--- config.mk ---
export PLATFORM = sky130hd
export DESIGN_NAME = pix_persist
export DESIGN_NICKNAME = d
export VERILOG_FILES = /design/src/rtl/pp_pkg.sv /design/src/rtl/pp_frame_ctr.sv /design/src/rtl/pp_age_eval.sv /design/src/rtl/pp_sweep.sv /design/src/rtl/pp_disp_gate.sv /design/src/rtl/pix_persist.sv
export SDC_FILE = /design/constraint.sdc
export NUM_CORES = 1
export LEC_CHECK = 0
export BUFFER_PORTS_ARGS = -buffer_cell sky130_fd_sc_hd__buf_2
export CAP_MARGIN = 20
export CORE_UTILIZATION = 50
export DETAILED_ROUTE_END_ITERATION = 6
export PLACE_DENSITY = 0.83
export SYNTH_ARGS = -nofsm -noshare
export SYNTH_HDL_FRONTEND = slang
export SYNTH_SLANG_ARGS = --single-unit
--- constraint.sdc ---
create_clock -name clk_i -period 7.2 [get_ports clk_i]
set_input_delay 1.44 -clock clk_i [delete_from_list [all_inputs] [get_ports clk_i]]
set_output_delay 1.44 -clock clk_i [all_outputs]
set_load 0.005 [all_outputs]
--- src/rtl/pp_pkg.sv ---
package pp_pkg;
  typedef enum logic [1:0] {
    SW_RD   = 2'd0,
    SW_EVAL = 2'd1,
    SW_WR   = 2'd2
  } sweep_st_e;
endpackage

--- src/rtl/pp_frame_ctr.sv ---
module pp_frame_ctr #(
  parameter int STAMP_W = 3
) (
  input  logic               clk_i,
  input  logic               rst_ni,
  input  logic               tick_i,
  output logic [STAMP_W-1:0] frame_o
);
  always_ff @(posedge clk_i or negedge rst_ni) begin
    if (!rst_ni)     frame_o <= '0;
    else if (tick_i) frame_o <= frame_o + 1'b1;
  end

  p_frame_step_r1: assert property (@(posedge clk_i) disable iff (!rst_ni)
    tick_i |=> frame_o == STAMP_W'($past(frame_o) + 1'b1));
  p_frame_hold_r1: assert property (@(posedge clk_i) disable iff (!rst_ni)
    !tick_i |=> $stable(frame_o));
endmodule

--- src/rtl/pp_age_eval.sv ---
module pp_age_eval #(
  parameter int STAMP_W = 3,
  parameter int COLOR_W = 3,
  localparam int RGB_W  = 3 * COLOR_W,
  localparam int PIX_W  = STAMP_W + RGB_W
) (
  input  logic [PIX_W-1:0]   pix_i,
  input  logic [STAMP_W-1:0] frame_i,
  input  logic [STAMP_W-1:0] limit_i,
  input  logic               dim_i,
  output logic               expired_o,
  output logic               blank_o,
  output logic [RGB_W-1:0]   color_o,
  output logic [PIX_W-1:0]   next_o
);
  logic [STAMP_W-1:0] stamp;
  logic [STAMP_W-1:0] age;
  logic [RGB_W-1:0]   dimmed;

  assign stamp   = pix_i[PIX_W-1 -: STAMP_W];
  assign color_o = pix_i[RGB_W-1:0];
  // modular difference keeps ages correct across stamp wrap
  assign age       = frame_i - stamp;
  assign expired_o = age > limit_i;
  assign blank_o   = (color_o == '0);

  for (genvar ch = 0; ch < 3; ch++) begin : g_dim
    assign dimmed[ch*COLOR_W +: COLOR_W] = color_o[ch*COLOR_W +: COLOR_W] >> 1;
  end

  always_comb begin
    next_o = '0;
    if (dim_i && (dimmed != '0)) next_o = {frame_i, dimmed};
  end
endmodule

--- src/rtl/pp_sweep.sv ---
module pp_sweep
  import pp_pkg::*;
#(
  parameter int NUM_PIX = 200,
  parameter int STAMP_W = 3,
  parameter int COLOR_W = 3,
  localparam int ADDR_W = $clog2(NUM_PIX),
  localparam int PIX_W  = STAMP_W + 3 * COLOR_W
) (
  input  logic               clk_i,
  input  logic               rst_ni,
  input  logic               en_i,
  input  logic [STAMP_W-1:0] frame_i,
  input  logic [STAMP_W-1:0] limit_i,
  input  logic               dim_i,
  output logic               req_o,
  output logic               we_o,
  output logic [ADDR_W-1:0]  addr_o,
  output logic [PIX_W-1:0]   wdata_o,
  input  logic               gnt_i,
  input  logic [PIX_W-1:0]   rdata_i
);
  localparam logic [ADDR_W-1:0] LAST = ADDR_W'(NUM_PIX - 1);

  sweep_st_e            state;
  logic [ADDR_W-1:0]    addr_q;
  logic [ADDR_W-1:0]    addr_nxt;
  logic [PIX_W-1:0]     wdata_q;
  logic                 expired;
  logic                 blank;
  logic [3*COLOR_W-1:0] color_unused;
  logic [PIX_W-1:0]     next_pix;

  pp_age_eval #(.STAMP_W(STAMP_W), .COLOR_W(COLOR_W)) u_eval (
    .pix_i     (rdata_i),
    .frame_i   (frame_i),
    .limit_i   (limit_i),
    .dim_i     (dim_i),
    .expired_o (expired),
    .blank_o   (blank),
    .color_o   (color_unused),
    .next_o    (next_pix)
  );

  assign addr_nxt = (addr_q == LAST) ? '0 : addr_q + 1'b1;

  always_ff @(posedge clk_i or negedge rst_ni) begin
    if (!rst_ni) begin
      state   <= SW_RD;
      addr_q  <= '0;
      wdata_q <= '0;
    end else begin
      unique case (state)
        SW_RD:   if (en_i && gnt_i) state <= SW_EVAL;
        SW_EVAL: begin
          if (expired && !blank) begin
            wdata_q <= next_pix;
            state   <= SW_WR;
          end else begin
            addr_q <= addr_nxt;
            state  <= SW_RD;
          end
        end
        SW_WR: if (gnt_i) begin
          addr_q <= addr_nxt;
          state  <= SW_RD;
        end
        default: state <= SW_RD;
      endcase
    end
  end

  assign req_o   = ((state == SW_RD) && en_i) || (state == SW_WR);
  assign we_o    = (state == SW_WR);
  assign addr_o  = addr_q;
  assign wdata_o = wdata_q;

  p_addr_range_r8: assert property (@(posedge clk_i) disable iff (!rst_ni)
    addr_o <= LAST);
  p_hold_addr_r3: assert property (@(posedge clk_i) disable iff (!rst_ni)
    (req_o && !gnt_i) |=> $stable(addr_o));
  p_hold_wr_r3: assert property (@(posedge clk_i) disable iff (!rst_ni)
    (we_o && !gnt_i) |=> we_o && req_o && $stable(wdata_o));
  p_eval_after_gnt_r4: assert property (@(posedge clk_i) disable iff (!rst_ni)
    (req_o && gnt_i && !we_o) |=> state == SW_EVAL);
  p_wrap_r8: assert property (@(posedge clk_i) disable iff (!rst_ni)
    (we_o && gnt_i && addr_o == LAST) |=> addr_o == '0);
endmodule

--- src/rtl/pp_disp_gate.sv ---
module pp_disp_gate #(
  parameter int STAMP_W = 3,
  parameter int COLOR_W = 3,
  localparam int RGB_W  = 3 * COLOR_W,
  localparam int PIX_W  = STAMP_W + RGB_W
) (
  input  logic               clk_i,
  input  logic               rst_ni,
  input  logic [STAMP_W-1:0] frame_i,
  input  logic [STAMP_W-1:0] limit_i,
  input  logic               valid_i,
  input  logic [PIX_W-1:0]   pix_i,
  output logic               valid_o,
  output logic [RGB_W-1:0]   rgb_o
);
  logic             expired;
  logic             blank_unused;
  logic [RGB_W-1:0] color;
  logic [PIX_W-1:0] next_unused;

  pp_age_eval #(.STAMP_W(STAMP_W), .COLOR_W(COLOR_W)) u_eval (
    .pix_i     (pix_i),
    .frame_i   (frame_i),
    .limit_i   (limit_i),
    .dim_i     (1'b0),
    .expired_o (expired),
    .blank_o   (blank_unused),
    .color_o   (color),
    .next_o    (next_unused)
  );

  always_ff @(posedge clk_i or negedge rst_ni) begin
    if (!rst_ni) begin
      valid_o <= 1'b0;
      rgb_o   <= '0;
    end else begin
      valid_o <= valid_i;
      rgb_o   <= (valid_i && !expired) ? color : '0;
    end
  end

  p_valid_delay_r2: assert property (@(posedge clk_i) disable iff (!rst_ni)
    valid_i |=> valid_o);
  p_black_idle_r2: assert property (@(posedge clk_i) disable iff (!rst_ni)
    !valid_i |=> rgb_o == '0);
endmodule

--- src/rtl/pix_persist.sv ---
module pix_persist #(
  parameter int NUM_PIX = 200,
  parameter int STAMP_W = 3,
  parameter int COLOR_W = 3,
  localparam int ADDR_W = $clog2(NUM_PIX),
  localparam int RGB_W  = 3 * COLOR_W,
  localparam int PIX_W  = STAMP_W + RGB_W
) (
  input  logic               clk_i,
  input  logic               rst_ni,
  input  logic               frame_tick_i,
  input  logic [STAMP_W-1:0] age_limit_i,
  input  logic               dim_mode_i,
  input  logic               sweep_en_i,
  output logic [STAMP_W-1:0] frame_o,
  output logic               sw_req_o,
  output logic               sw_we_o,
  output logic [ADDR_W-1:0]  sw_addr_o,
  output logic [PIX_W-1:0]   sw_wdata_o,
  input  logic               sw_gnt_i,
  input  logic [PIX_W-1:0]   sw_rdata_i,
  input  logic               disp_valid_i,
  input  logic [PIX_W-1:0]   disp_pix_i,
  output logic               disp_valid_o,
  output logic [RGB_W-1:0]   disp_rgb_o
);
  logic [STAMP_W-1:0] frame;

  pp_frame_ctr #(.STAMP_W(STAMP_W)) u_frame (
    .clk_i   (clk_i),
    .rst_ni  (rst_ni),
    .tick_i  (frame_tick_i),
    .frame_o (frame)
  );

  pp_sweep #(.NUM_PIX(NUM_PIX), .STAMP_W(STAMP_W), .COLOR_W(COLOR_W)) u_sweep (
    .clk_i   (clk_i),
    .rst_ni  (rst_ni),
    .en_i    (sweep_en_i),
    .frame_i (frame),
    .limit_i (age_limit_i),
    .dim_i   (dim_mode_i),
    .req_o   (sw_req_o),
    .we_o    (sw_we_o),
    .addr_o  (sw_addr_o),
    .wdata_o (sw_wdata_o),
    .gnt_i   (sw_gnt_i),
    .rdata_i (sw_rdata_i)
  );

  pp_disp_gate #(.STAMP_W(STAMP_W), .COLOR_W(COLOR_W)) u_disp (
    .clk_i   (clk_i),
    .rst_ni  (rst_ni),
    .frame_i (frame),
    .limit_i (age_limit_i),
    .valid_i (disp_valid_i),
    .pix_i   (disp_pix_i),
    .valid_o (disp_valid_o),
    .rgb_o   (disp_rgb_o)
  );

  assign frame_o = frame;

  p_idle_quiet_r9: assert property (@(posedge clk_i) disable iff (!rst_ni)
    (!sweep_en_i && !sw_we_o) |-> !sw_req_o);
endmodule

==> impl_results.md <==
- Outcome: finished clean
- Antenna cells: 0
- Largest net degree at the start of global routing: 33
- Router iterations before antenna repair: 4
- Clock period minus worst slack: 3600 ps
- Clk slew on worst S/H paths: 100 ps
- Crit path DAT: 3830 ps
- Synth Flop Type: dfrtp_1
- Most frequent cells in the layout: buf_2, dfrtp_1, nand2_1
- Worst vdd ir: 0.000239 V
- Initial antenna violation count: 0
- Mapped Cells: 150
- Post-Syn Area: 0.00160 mm²
- Synthesized area per cell: 10.6 µm²
- XOR/XNOR Fraction of Synth Area: 0.0494
- Setup total negative slack: 0 ps
- Antenna Violating Nets Remaining: 0
- Die height: 58.5 µm
- Commonest non-fill, non-tap cell in the layout: buf_2
- Clk Latency, worst-skew pair: 320 ps
- Compound-Gate Fraction of Synth Area: 0.0878
- RSZ-0062 raised after global routing: false
- Non-Filler Instances: 264
- Post-synth EDFFs: 0
- Yosys reg bits: 32
- Remaining DRCs: 0
- CORE AREA: 0.00305 mm²
- Area of the die: 0.00342 mm²
- RD Place Congestion: 0.819
- Design Power: 698 µW
- Slew margin rel.: 0.460
- Worst R2R Setup Slack: 4220 ps
- WL final: 3170 µm
- Vias per Instance: 5.02
- Setup Skew: 6.61 ps
- Hold Path Class: reg2reg
- CTS H-tree depth: 2
- Vias in the first global route: 1309
- Netlist cell types: 32
- Static leakage: 1.10 nW
- Max_cap viols: 0
- Finished Core Util: 0.652
- Finish-stage setup viols: 0
- Setup bufs post-CTS: 0
- PwrDens: 350 mW/mm²
- Std-Cell Rows: 20
- Synth Area in Adders: 0.103
- Period Utilization, post-route: 0.500
- Vias: 1324
- Total gr overflow: 0
- Clock sinks: 32
- Synth-to-layout area growth: 24.8%
- Post-DR wirelength/cell: 12.0 µm
- Post-DP Area: 0.00194 mm²
- Design Area, Final: 0.00199 mm²
- Synth warn: 0
- First-pass GRT wire length: 5420 µm
- Crit Path Category: in2reg
- Fin nets: 265
- Final Max Tran Viols: 0
- Register area share after synthesis: 0.502
- Mux contribution to synthesized area: 0.0235
- Fmax achieved: 278 MHz
- Post_cts resized: 0
- All-Layer GR Usage: 0.214
- Dpl cells: 256
- CP Capture Type: register
- Initial Util: 0.523
- Initial DRC count: 65
- Simple-gate portion of the synthesized area: 0.183
- Synth async-reset ratio: 1.00
- Dpl hpwl: 2510 µm
- I/O pin cnt: 69
- Crit path max fanout: 6
- Hold Buf Count CTS: 0
- Layout cell share with drive strength beyond 1: 0.355
- Die X: 58.5 µm
- Startpoint types: input port
- Longest Clk Path Bufs: 2
- Least-Margin Pin Slew: 801 ps
- CP required: 7430 ps
- Port Buffers: 65
- CTS tree: yes
- Largest family of logic cells by synthesized area: simple AND/OR/NAND/NOR gates
- CTS Root Buffer Type: clkbuf_4
- Final Hold Fails: 0
- Num CTS Buffers: 5
[critical path: stages]
cell and delay [ps]:
buf_2 80, ha_1 130, inv_1 50, fa_1 370, xor2_1 160, xnor2_1 130, ha_1 310, nand2_1 60
o21a_1 180, o31ai_1 610, o21ai_0 210, o31ai_1 100
[Yosys cell counts (all sizes together) (3+ instances only)]
library cell  count  share of area
and3             12          0.047
buf               5          0.031
dfrtp            32           0.50
ha               10          0.078
inv               8          0.019
mux2              3          0.024
nand2            23          0.054
nand3             4          0.013
nand4             3          0.012
nor2              4         0.0094
nor2b             4          0.016
o21ai            13          0.041
o31ai             3          0.014
xnor2             6          0.033
xor2              3          0.016
[path summary, 6_finish.rpt]
check                                         from            endpoint  depth (start not counted)
min in group asynchronous                   rst_ni   u_sweep.addr_o[3]                          1
worst max-delay path                 sw_rdata_i[9]   u_sweep.addr_o[7]                         12
worst min register to register  u_sweep.wdata_o[4]  u_sweep.wdata_o[4]                          2
max in group asynchronous                   rst_ni   u_sweep.addr_o[1]                          1
worst min-delay path            u_sweep.wdata_o[4]  u_sweep.wdata_o[4]                          2
worst max register to register  u_frame.frame_o[0]   u_sweep.addr_o[7]                         12
[cell type report]
cell class,count,area [µm²]
Inverter,8,30.0
Timing Repair Buffer,65,325
Fill cell,272,1060
Clock buffer,5,37.5
Multi-Input combinational cell,107,724
Clock inverter,3,18.8
Sequential cell,32,801
Tap cell,44,55.1
[per-layer routing]
layer,up-vias,GRT usage,share of wire
met2,56,0.383,0.48
met5,-,0,0
met4,0,0.0510,0.0073
met1,615,0.237,0.43
li1,648,-,-
met3,5,0.0879,0.086
[metrics by stage]
step | hold WS [ps] | worst slack [ps]
floorplan | 449 | 3560
global placement | 460 | 3340
detailed placement | 469 | 3280
CTS | 494 | 3620
global route | 514 | 3440
finish | 488 | 3600
[flip-flops by register name, indices dropped and copies added, names as in the netlist]
register	count
u_disp.rgb_o	9
u_sweep.state	2
u_frame.frame_o	3
u_sweep.addr_o	8
u_disp.valid_o	1
u_sweep.wdata_o	9
[cell families after synthesis]
family	after synthesis
flops	32
buf+inv	13
xor+xnor	9
mux	3
compound gates	23
fa+ha+maj	12
other cells	1
simple gates	57
[where the power goes]
group	switching, mW	internal [mW]	total [mW]
registers	0.0515	0.240	0.292
logic	0.154	0.153	0.307
clock network	0.0612	0.0374	0.0987
(Power assumes the default switching activity.)
